===== config.mk =====
export PLATFORM = sky130hd
export DESIGN_NAME = mem_slot_tracker
export DESIGN_NICKNAME = d
export VERILOG_FILES = /design/src/rtl/mst_pkg.sv /design/src/rtl/mst_pick.sv /design/src/rtl/mst_addr_cam.sv /design/src/rtl/mem_slot_tracker.sv
export SDC_FILE = /design/constraint.sdc
export NUM_CORES = 1
export LEC_CHECK = 0
export BUFFER_PORTS_ARGS = -buffer_cell sky130_fd_sc_hd__buf_2
export CAP_MARGIN = 20
export CORE_UTILIZATION = 40
export CTS_CLUSTER_DIAMETER = 200
export DETAILED_ROUTE_END_ITERATION = 7
export GPL_TIMING_DRIVEN = 0
export PLACE_DENSITY = 0.6
export SLEW_MARGIN = 30
export SYNTH_ARGS = -nofsm -noshare
export SYNTH_HDL_FRONTEND = slang
export SYNTH_HIERARCHICAL = 1
export SYNTH_SLANG_ARGS = --single-unit

===== constraint.sdc =====
create_clock -name clk -period 4.1 [get_ports clk]
set_input_delay 1.025 -clock clk [delete_from_list [all_inputs] [get_ports clk]]
set_output_delay 1.025 -clock clk [all_outputs]
set_load 0.005 [all_outputs]

===== src/rtl/mst_pkg.sv =====
package mst_pkg;

    typedef struct packed {
        logic busy;
        logic pending;
        logic stall;
        logic squashed;
    } slot_flags_t;

    localparam slot_flags_t SLOT_IDLE = '0;

    // A squashed slot can be released on the spot only when nothing is in flight for it.
    function automatic logic squash_frees_now(slot_flags_t f);
        return !f.stall && !f.pending;
    endfunction

    // Modular age test taken from the sign bit and zero flag of (slot - reference).
    function automatic logic is_younger(logic diff_msb, logic diff_nonzero);
        return !diff_msb && diff_nonzero;
    endfunction

endpackage


===== src/rtl/mst_pick.sv =====
module mst_pick #(
    parameter int N = 4
) (
    input  logic [N-1:0] cand,
    output logic [N-1:0] first,
    output logic         any
);
    logic [N:0] seen;
    assign seen[0] = 1'b0;

    for (genvar gi = 0; gi < N; gi++) begin : g_pick
        assign first[gi]  = cand[gi] && !seen[gi];
        assign seen[gi+1] = seen[gi] || cand[gi];
    end

    assign any = seen[N];
endmodule


===== src/rtl/mst_addr_cam.sv =====
module mst_addr_cam #(
    parameter int N  = 4,
    parameter int AW = 32
) (
    input  logic [AW-1:0] entry [N],
    input  logic [AW-1:0] key,
    output logic [N-1:0]  hit
);
    for (genvar gi = 0; gi < N; gi++) begin : g_cmp
        assign hit[gi] = (entry[gi] == key);
    end
endmodule


===== src/rtl/mem_slot_tracker.sv =====
module mem_slot_tracker
    import mst_pkg::*;
#(
    parameter int NUM_SLOTS   = 4,
    parameter int NUM_THREADS = 2,
    parameter int ADDR_W      = 32,
    parameter int SEQ_W       = 16,
    parameter bit DATA_PORT   = 1'b1,
    localparam int SLOT_W = (NUM_SLOTS > 1) ? $clog2(NUM_SLOTS) : 1,
    localparam int TID_W  = (NUM_THREADS > 1) ? $clog2(NUM_THREADS) : 1
) (
    input  logic                   clk,
    input  logic                   rst,
    input  logic                   req_valid,
    input  logic [TID_W-1:0]       req_tid,
    input  logic [SEQ_W-1:0]       req_seq,
    input  logic [ADDR_W-1:0]      req_addr,
    output logic                   grant_valid,
    output logic [NUM_SLOTS-1:0]   grant_slot,
    input  logic                   free_valid,
    input  logic [SLOT_W-1:0]      free_slot,
    input  logic                   squash_valid,
    input  logic [TID_W-1:0]       squash_tid,
    input  logic [SEQ_W-1:0]       squash_seq,
    input  logic                   issue_valid,
    input  logic [SLOT_W-1:0]      issue_slot,
    input  logic                   resp_valid,
    input  logic [SLOT_W-1:0]      resp_slot,
    output logic                   resp_discard,
    input  logic                   xlat_fault_valid,
    input  logic [SLOT_W-1:0]      xlat_fault_slot,
    input  logic                   xlat_wake_valid,
    input  logic [SLOT_W-1:0]      xlat_wake_slot,
    output logic [NUM_SLOTS-1:0]   slot_busy,
    output logic [NUM_THREADS-1:0] thread_blocked
);

    slot_flags_t             flags_q [NUM_SLOTS];
    slot_flags_t             flags_d [NUM_SLOTS];
    logic [ADDR_W-1:0]       addr_q  [NUM_SLOTS];
    logic [SEQ_W-1:0]        seq_q   [NUM_SLOTS];
    logic [TID_W-1:0]        tid_q   [NUM_SLOTS];
    logic [NUM_THREADS-1:0]  blocked_q, blocked_d;

    logic [NUM_SLOTS-1:0] busy_v, squashed_v, stall_v;
    logic [NUM_SLOTS-1:0] free_hit, sq_hit, issue_hit, resp_hit, fault_hit, wake_hit;
    logic [NUM_SLOTS-1:0] addr_hit, avail, pick_first;
    logic                 pick_any, conflict;

    // Per-slot strobe decode and squash age comparison
    for (genvar gs = 0; gs < NUM_SLOTS; gs++) begin : g_slot
        logic [SEQ_W-1:0] age_diff;
        assign busy_v[gs]     = flags_q[gs].busy;
        assign squashed_v[gs] = flags_q[gs].squashed;
        assign stall_v[gs]    = flags_q[gs].stall;
        assign age_diff       = seq_q[gs] - squash_seq;
        assign free_hit[gs]   = free_valid && (free_slot == SLOT_W'(gs)) && busy_v[gs];
        assign issue_hit[gs]  = issue_valid && (issue_slot == SLOT_W'(gs)) && busy_v[gs];
        assign resp_hit[gs]   = resp_valid && (resp_slot == SLOT_W'(gs)) && busy_v[gs];
        assign fault_hit[gs]  = xlat_fault_valid && (xlat_fault_slot == SLOT_W'(gs)) && busy_v[gs];
        assign wake_hit[gs]   = xlat_wake_valid && (xlat_wake_slot == SLOT_W'(gs)) && busy_v[gs];
        assign sq_hit[gs]     = squash_valid && busy_v[gs] && (tid_q[gs] == squash_tid) &&
                                is_younger(age_diff[SEQ_W-1], |age_diff);
    end

    mst_addr_cam #(.N(NUM_SLOTS), .AW(ADDR_W)) u_cam (
        .entry (addr_q),
        .key   (req_addr),
        .hit   (addr_hit)
    );

    // Port flavour selects whether in-flight addresses block a new request
    if (DATA_PORT) begin : g_data_port
        assign conflict = |(addr_hit & busy_v & ~free_hit);
    end else begin : g_inst_port
        assign conflict = 1'b0;
    end

    // Free-first: a slot released this cycle is already available
    assign avail = ~busy_v | free_hit;

    mst_pick #(.N(NUM_SLOTS)) u_pick (
        .cand  (avail),
        .first (pick_first),
        .any   (pick_any)
    );

    assign grant_valid  = req_valid && !blocked_q[req_tid] && !conflict && pick_any;
    assign grant_slot   = grant_valid ? pick_first : '0;
    assign resp_discard = |(resp_hit & squashed_v);

    // Slot lifecycle
    always_comb begin
        for (int s = 0; s < NUM_SLOTS; s++) begin
            flags_d[s] = flags_q[s];
            if (grant_slot[s]) begin
                flags_d[s]      = SLOT_IDLE;
                flags_d[s].busy = 1'b1;
            end else if (free_hit[s]) begin
                flags_d[s] = SLOT_IDLE;
            end else if (busy_v[s]) begin
                if (sq_hit[s]) begin
                    flags_d[s].squashed = 1'b1;
                    if (squash_frees_now(flags_q[s])) flags_d[s].busy = 1'b0;
                end
                if (issue_hit[s]) flags_d[s].pending = 1'b1;
                if (resp_hit[s]) begin
                    flags_d[s].pending = 1'b0;
                    if (squashed_v[s] || sq_hit[s]) flags_d[s].busy = 1'b0;
                end
                if (fault_hit[s]) flags_d[s].stall = 1'b1;
                if (wake_hit[s]) begin
                    flags_d[s].stall = 1'b0;
                    if (squashed_v[s] || sq_hit[s]) flags_d[s].busy = 1'b0;
                end
                if (!flags_d[s].busy) flags_d[s] = SLOT_IDLE;
            end
        end
    end

    // Per-thread translation lockout: a new fault wins over a release
    always_comb begin
        for (int t = 0; t < NUM_THREADS; t++) begin
            logic set_t, clr_t;
            set_t = 1'b0;
            clr_t = 1'b0;
            for (int s = 0; s < NUM_SLOTS; s++) begin
                if (tid_q[s] == TID_W'(t)) begin
                    set_t = set_t || fault_hit[s];
                    clr_t = clr_t || (stall_v[s] && (wake_hit[s] || sq_hit[s]));
                end
            end
            blocked_d[t] = set_t || (blocked_q[t] && !clr_t);
        end
    end

    always_ff @(posedge clk) begin
        if (rst) begin
            for (int s = 0; s < NUM_SLOTS; s++) flags_q[s] <= SLOT_IDLE;
            blocked_q <= '0;
        end else begin
            for (int s = 0; s < NUM_SLOTS; s++) flags_q[s] <= flags_d[s];
            blocked_q <= blocked_d;
        end
    end

    always_ff @(posedge clk) begin
        for (int s = 0; s < NUM_SLOTS; s++) begin
            if (rst) begin
                addr_q[s] <= '0;
                seq_q[s]  <= '0;
                tid_q[s]  <= '0;
            end else if (grant_slot[s]) begin
                addr_q[s] <= req_addr;
                seq_q[s]  <= req_seq;
                tid_q[s]  <= req_tid;
            end
        end
    end

    assign slot_busy      = busy_v;
    assign thread_blocked = blocked_q;

endmodule


======== After elaboration in Yosys (flattened, before gate mapping) ========
Memories as Yosys holds them, arrays and structs flattened.
Index checks and enable logic that the tools add are counted.
cells by class
  equality and inequality tests ........... 23
  multiply operators ...................... 0
  divide/modulo/power cells ............... 0
  $lt $le $gt $ge ......................... 1
  reduce and logical (&&, ||, !) cells .... 127
  add/subtract/negate cells ............... 4
  bitwise gates (word level) .............. 18
  muxes and demuxes ....................... 114
  shift operators ......................... 0
operator list
  kind                  count
  $eq A32 B32 Y1        4
  $mux W1               85
  $mux W4               21
  $logic_and A1 B1 Y1   72
  $mux W16              4
  $reduce_or A16 Y1     4
  $sub A16 B16 Y16      4
  $logic_or A1 B1 Y1    25
  $eq A2 B2 Y1 const B  10
  $logic_not A1 Y1      19
  $and A4 B4 Y4         3
  $or A1 B1 Y1          12
  $eq A2 B1 Y1 const B  5
  $logic_not A2 Y1      5
  $mux W2               4
  $not A4 Y4            2
  $reduce_or A4 Y1      2
  $eq A1 B1 Y1          4
  $or A4 B4 Y4          1
  $lt A1 B2 Y1 const B  1
word-level totals
  word-level logic and storage cells ...... 295
  flip-flop bits (word level) ............. 130
  output and inout bits ................... 12
  input port bits ......................... 85
  latch bits .............................. 0
  memory bits (writable) .................. 84
  memories kept ........................... 3
  ROM bits ................................ 0
memory list
  memory   words  width  rd ports  clocked after Yosys merged registers in  write ports  RTL line                source
  seq_q    4      16     4         0                                        4            mem_slot_tracker.sv:41  logic [SEQ_W-1:0] seq_q [NUM_SLOTS];
  flags_q  4      4      4         0                                        4            mem_slot_tracker.sv:38  slot_flags_t flags_q [NUM_SLOTS];
  tid_q    4      1      4         0                                        4            mem_slot_tracker.sv:42  logic [TID_W-1:0] tid_q [NUM_SLOTS];

======== Depth between registers and ports, before layout ========
An unclocked memory read counts as a cell.
  depth in word-level cells ............... 18
  mapped depth ............................ 14
  mapped depth without buffers ............ 14

======== Hierarchy ========
Netlist, hierarchy kept.
modules (own cells, without submodules)
  module            sequential area each (um2)  times used  area an instance (um2)  cells each
  mem_slot_tracker  4,964.8                     1           11,782.6                1,413
  mst_addr_cam      0.0                         1           1,386.3                 172
  mst_pick          0.0                         1           37.5                    5

======== Least setup slack after synthesis ========
Ideal clock, no wire load.
  path type ............................... input to output
  from .................................... input free_slot[1]
  to ...................................... output grant_slot[2]
  slack ................................... 0.197 ns
  buffers on the path ..................... 1
  data required time ...................... 3.075 ns
  stages on the path ...................... 9
  data arrival time ....................... 2.878 ns
  cell sequence ........................... nor3b_1 > nor2_1 > inv_1 > or4_1 > nand4_1 > a311oi_1 > nand2_1 > inv_1 > buf_1
on the way
  elaborated cells on any way between the ends .. 25
  classes of those cells .................. eq/ne: 3; mux: 1; bitwise: 3; reduce/logical: 18
RTL lines
  item                               RTL line                source
  from (decl)                        mem_slot_tracker.sv:21  input logic [SLOT_W-1:0] free_slot,
  $logic_not A2 Y1                   mem_slot_tracker.sv:57  assign free_hit[gs] = free_valid && (free_slot == SLOT_W'(gs)) && busy_v[gs];
  $logic_and A1 B1 Y1 (2 in series)  mem_slot_tracker.sv:57
  $or A4 B4 Y4                       mem_slot_tracker.sv:80  assign avail = ~busy_v | free_hit;
  named net avail[0]                 mem_slot_tracker.sv:47  logic [NUM_SLOTS-1:0] addr_hit, avail, pick_first;
  $logic_or A1 B1 Y1 (3 in series)   mst_pick.sv:13          assign seen[gi+1] = seen[gi] || cand[gi];
  named net pick_any                 mem_slot_tracker.sv:48  logic pick_any, conflict;
  $logic_and A1 B1 Y1                mem_slot_tracker.sv:88  assign grant_valid = req_valid && !blocked_q[req_tid] && !conflict && pick_any;
  named net grant_valid              mem_slot_tracker.sv:18  output logic grant_valid,
  $mux W4                            mem_slot_tracker.sv:89  assign grant_slot = grant_valid ? pick_first : '0;
  to (decl)                          mem_slot_tracker.sv:19  output logic [NUM_SLOTS-1:0] grant_slot,
The timed path passes the listed nets, and every way through them passes these cells.

======== Worst setup path in the final report ========
  from .................................... input req_addr[17]
  to ...................................... output grant_slot[2]
on the way
  cells in the longest elaborated chain, start to end .. 8
  elaborated cells on any way between the ends .. 11
  classes of those cells .................. eq/ne: 4; mux: 1; bitwise: 2; reduce/logical: 4
ends and longest elaborated chain
  item                               RTL line                source
  from (decl)                        mem_slot_tracker.sv:17  input logic [ADDR_W-1:0] req_addr,
  $eq A32 B32 Y1                     mst_addr_cam.sv:10      assign hit[gi] = (entry[gi] == key);
  named net addr_hit[1]              mem_slot_tracker.sv:47
  $and A4 B4 Y4 (2 in series)        mem_slot_tracker.sv:74  assign conflict = |(addr_hit & busy_v & ~free_hit);
  $reduce_or A4 Y1                   mem_slot_tracker.sv:74
  $logic_not A1 Y1                   mem_slot_tracker.sv:88
  $logic_and A1 B1 Y1 (2 in series)  mem_slot_tracker.sv:88
  $mux W4                            mem_slot_tracker.sv:89
The timed path passes the listed nets, and every way through them passes these cells.

==> results by group <==
Floorplan
  – Core footprint: 32,540 um^2
  – FP Rows: 66
  – Starting Density: 40.59%
  – Die area: 33,750 um^2
  – Die height: 183.7 um
  – Chip Width: 183.7 um
  – # IOs: 97

STA
  – Slew headroom: 54.31%
  – Final worst slack: 0.01802 ns
  – Setup-failing EPs final: 0
  – Clk_skew: 0.01765 ns
  – Final Hold Fails: 0
  – Unrepaired setup endpoints after global routing: true
  – Post-layout min period: 4.082 ns
  – Hold slack: 0.4648 ns
  – Max-slew violations: 0
  – Final setup TNS: 0 ns
  – Final Cycle Share: 99.56%
  – Slew at the pin closest to its max-slew limit: 0.6829 ns
  – FMAX: 245.0 MHz

Finish
  – Nets: 1,865
  – Area growth syn-to-layout: 16.01%
  – Design area: 15,320 um^2
  – Share of cells above drive strength 1: 12.29%

Global routing
  – Initial antenna violation count: 2
  – First-pass GRT wire length: 62,600 um
  – Pin count of the biggest net entering global routing: 21
  – All-Layer GR Usage: 24.05%
  – Vias in the first global route: 11,050
  – GRT Residual Overflow: 0

Setup path
  – Crit Path Category: in -> out
  – Reg2Reg Depth: 13
  – Highest net fanout along the worst path: 8
  – RR Endpoint: thread_blocked[1]
  – CP startpoint kind: primary input
  – R2R Path Start: seq_q[3][0]
  – Slowest CP cell: nor4_2
  – Critical Path RT: 3.07 ns
  – Arr. time, crit path: 3.06 ns
  – Crit-path max cell delay: 0.32 ns
  – Crit path from: req_addr[17]
  – Worst setup EP type: output pin
  – R2r setup slk: 0.53 ns
  – CP Cell Sequence: clkbuf_4 -> xor2_1 -> nor4_2 -> nand4_1 -> nor2_2 -> nand2_1 -> o21ai_2 -> a311oi_4 -> nand2_2 -> clkinvlp_4 -> buf_2

Routing
  – DRT antenna net count: 0
  – Avg WL per Cell: 18.93 um
  – DRT iter0 DRCs: 788
  – Via count: 11,870
  – TritonRoute pass-1 iters: 5
  – Via density: 5.456
  – Final WL: 41,180 um
  – Drt drc: 0

CTS
  – CTS tree: built
  – Clock Latency Late Sink: 0.55 ns
  – Clock Tree Buf Depth: 3
  – Total CTS buffers: 25
  – Root buf cell: clkbuf_16
  – Clock-pin slew on the worst setup and hold paths: 0.06 ns
  – Clock sinks: 214
  – H-Tree Depth: 1

Hold path
  – Worst hold path type: reg -> reg
  – Hold Path Depth: 2
  – Worst hold endpoint: addr_q[96]
  – Worst hold start: addr_q[96]

Place
  – PortBufs: 93
  – Post-DP Area: 14,230 um^2
  – RD Place Congestion: 0.8941
  – Setup WS pre-CTS: -1.104 ns
  – Dpl hpwl: 30,250 um

Synthesis
  – Library cells used by synthesis: 86
  – Area share of the largest cell type after synthesis: 22.13%
  – Commonest cells post-synth: nand2_1 (313), a21oi_1 (182), dfxtp_1 (146)
  – Count leader, synth: nand2_1
  – Syn Nets: 1,739
  – Sequential share of the synthesized area: 37.59%
  – Post-Syn Area: 13,210 um^2
  – Flops & latches, synth: 214
  – Synth async-reset ratio: 0%
  – Number of flops mapped to enable cells by yosys: 68
  – Top post-synthesis cells by area: dfxtp_1 (22%), edfxtp_1 (15%), xor2_1 (9.1%), nand2_1 (8.9%), a21oi_1 (6.9%)
  – Synthesized area per cell: 8.306 um^2
  – Synth warnings: 6
  – Cell count after synthesis: 1,590
  – Synth area leader: dfxtp_1
  – Top_reg_cell synth: dfxtp_1

Pwr
  – PD cells: 366.9 nW/um^2
  – Pleak: 6.067 nW
  – IR Drop Worst-Case VDD: 0.0003083 V

Job
  – Max-cap violations: 0

Status
  – Status: completed
cell type report:
type | instances | area, um^2
Clock buffer | 37 | 732.0
Fill cell | 3260 | 17220
Antenna cell | 1 | 2.502
Tap cell | 442 | 553.0
Buffer | 69 | 294.0
Timing Repair Buffer | 104 | 573.1
Clock inverter | 7 | 76.32
Inverter | 53 | 216.5
Sequential cell | 214 | 4965
Multi-Input combinational cell | 1249 | 7909
registers in the layout, summed over array words and instances (netlist names):
| name | cells |
|---|---|
| addr_q | 128 |
| seq_q | 64 |
| flags_q | 16 |
| tid_q | 4 |
| thread_blocked | 2 |
critical path: cells and delay by family:
family / cells / cell delay [ns]
buffers and inverters: 3 / 0.47
AND/OR/NAND/NOR: 5 / 1.06
XOR/XNOR: 1 / 0.19
AO/OA/AOI/OAI: 2 / 0.29
cell families (layout without fill, tap and decap cells):
family / count (synthesis) / after routing / share of synthesized area (%)
fa+ha+maj: 64 / 64 / 6.291
compound gates: 373 / 373 / 17.71
buf+inv: 127 / 270 / 3.865
simple gates: 652 / 652 / 23.84
other cells: 0 / 1 / 0
mux: 8 / 8 / 0.6253
xor+xnor: 152 / 152 / 10.08
flops: 214 / 214 / 37.59
where the power goes:
group | internal [mW] | switching [mW] | total [mW]
registers | 2.27 | 0.0479 | 2.32
logic | 0.391 | 0.689 | 1.08
clock network | 1.30 | 0.923 | 2.22
metrics by stage:
stage	std cells	utilization (%)	power [mW]
floorplan	1590	-	3.041
global placement	2125	43.72	3.380
detailed placement	2125	43.73	3.393
CTS	2173	46.66	5.619
global route	2175	47.08	5.843
finish	2176	47.09	5.622
worst max-delay path by stage:
| stage | end | slack [ns] | depth (start not counted) |
|---|---|---|---|
| finish | grant_slot[2] | 0.02 | 11 |
| global route | thread_blocked[1] | -0.02 | 13 |
| CTS | grant_slot[2] | 0.007 | 11 |
| detailed placement | grant_slot[0] | -1.10 | 12 |
| floorplan | grant_slot[2] | 0.20 | 9 |
| global placement | grant_slot[0] | -1.11 | 12 |
placed cells by master, fill, tap and decap left out, types with 8 or more instances in the layout:
master | Yosys | routed
ha_1 | 60 | 60
nor3_1 | 15 | 15
nor2b_1 | 17 | 17
buf_4 | 6 | 18
xor2_1 | 137 | 135
clkbuf_1 | 49 | 54
o21ai_0 | 45 | 43
clkbuf_16 | 0 | 26
buf_2 | 9 | 95
a21oi_1 | 182 | 182
nand2_1 | 313 | 309
xnor2_1 | 15 | 15
nand2b_1 | 22 | 18
nand3_1 | 27 | 27
and2_1 | 71 | 71
a21o_1 | 17 | 17
nand3b_1 | 8 | 8
nor4_2 | 1 | 10
a211oi_1 | 13 | 12
nor4_1 | 35 | 24
nand4_1 | 26 | 26
nor3b_1 | 8 | 8
edfxtp_1 | 68 | 68
dfxtp_1 | 146 | 146
o211ai_1 | 11 | 11
nor2_1 | 75 | 73
a31oi_1 | 14 | 14
inv_1 | 50 | 48
routing by layer:
layer  part of all wire, %  global-route usage [%]
met3                   5.6                   3.229
met5                 0.027                       0
met4                   2.8                   7.667
met1                    44                   31.61
met2                    48                   40.65
timing repair:
| action | 4_1_cts | 5_1_grt |
|---|---|---|
| buffers inserted | 8 | 3 |
| gates resized for setup | 24 | 26 |
| pin swaps | 9 | 12 |
| hold buffers | 0 | 0 |
| setup endpoints to repair | 5 | 13 |
No activity file was read; power rests on OpenSTA's default activity.
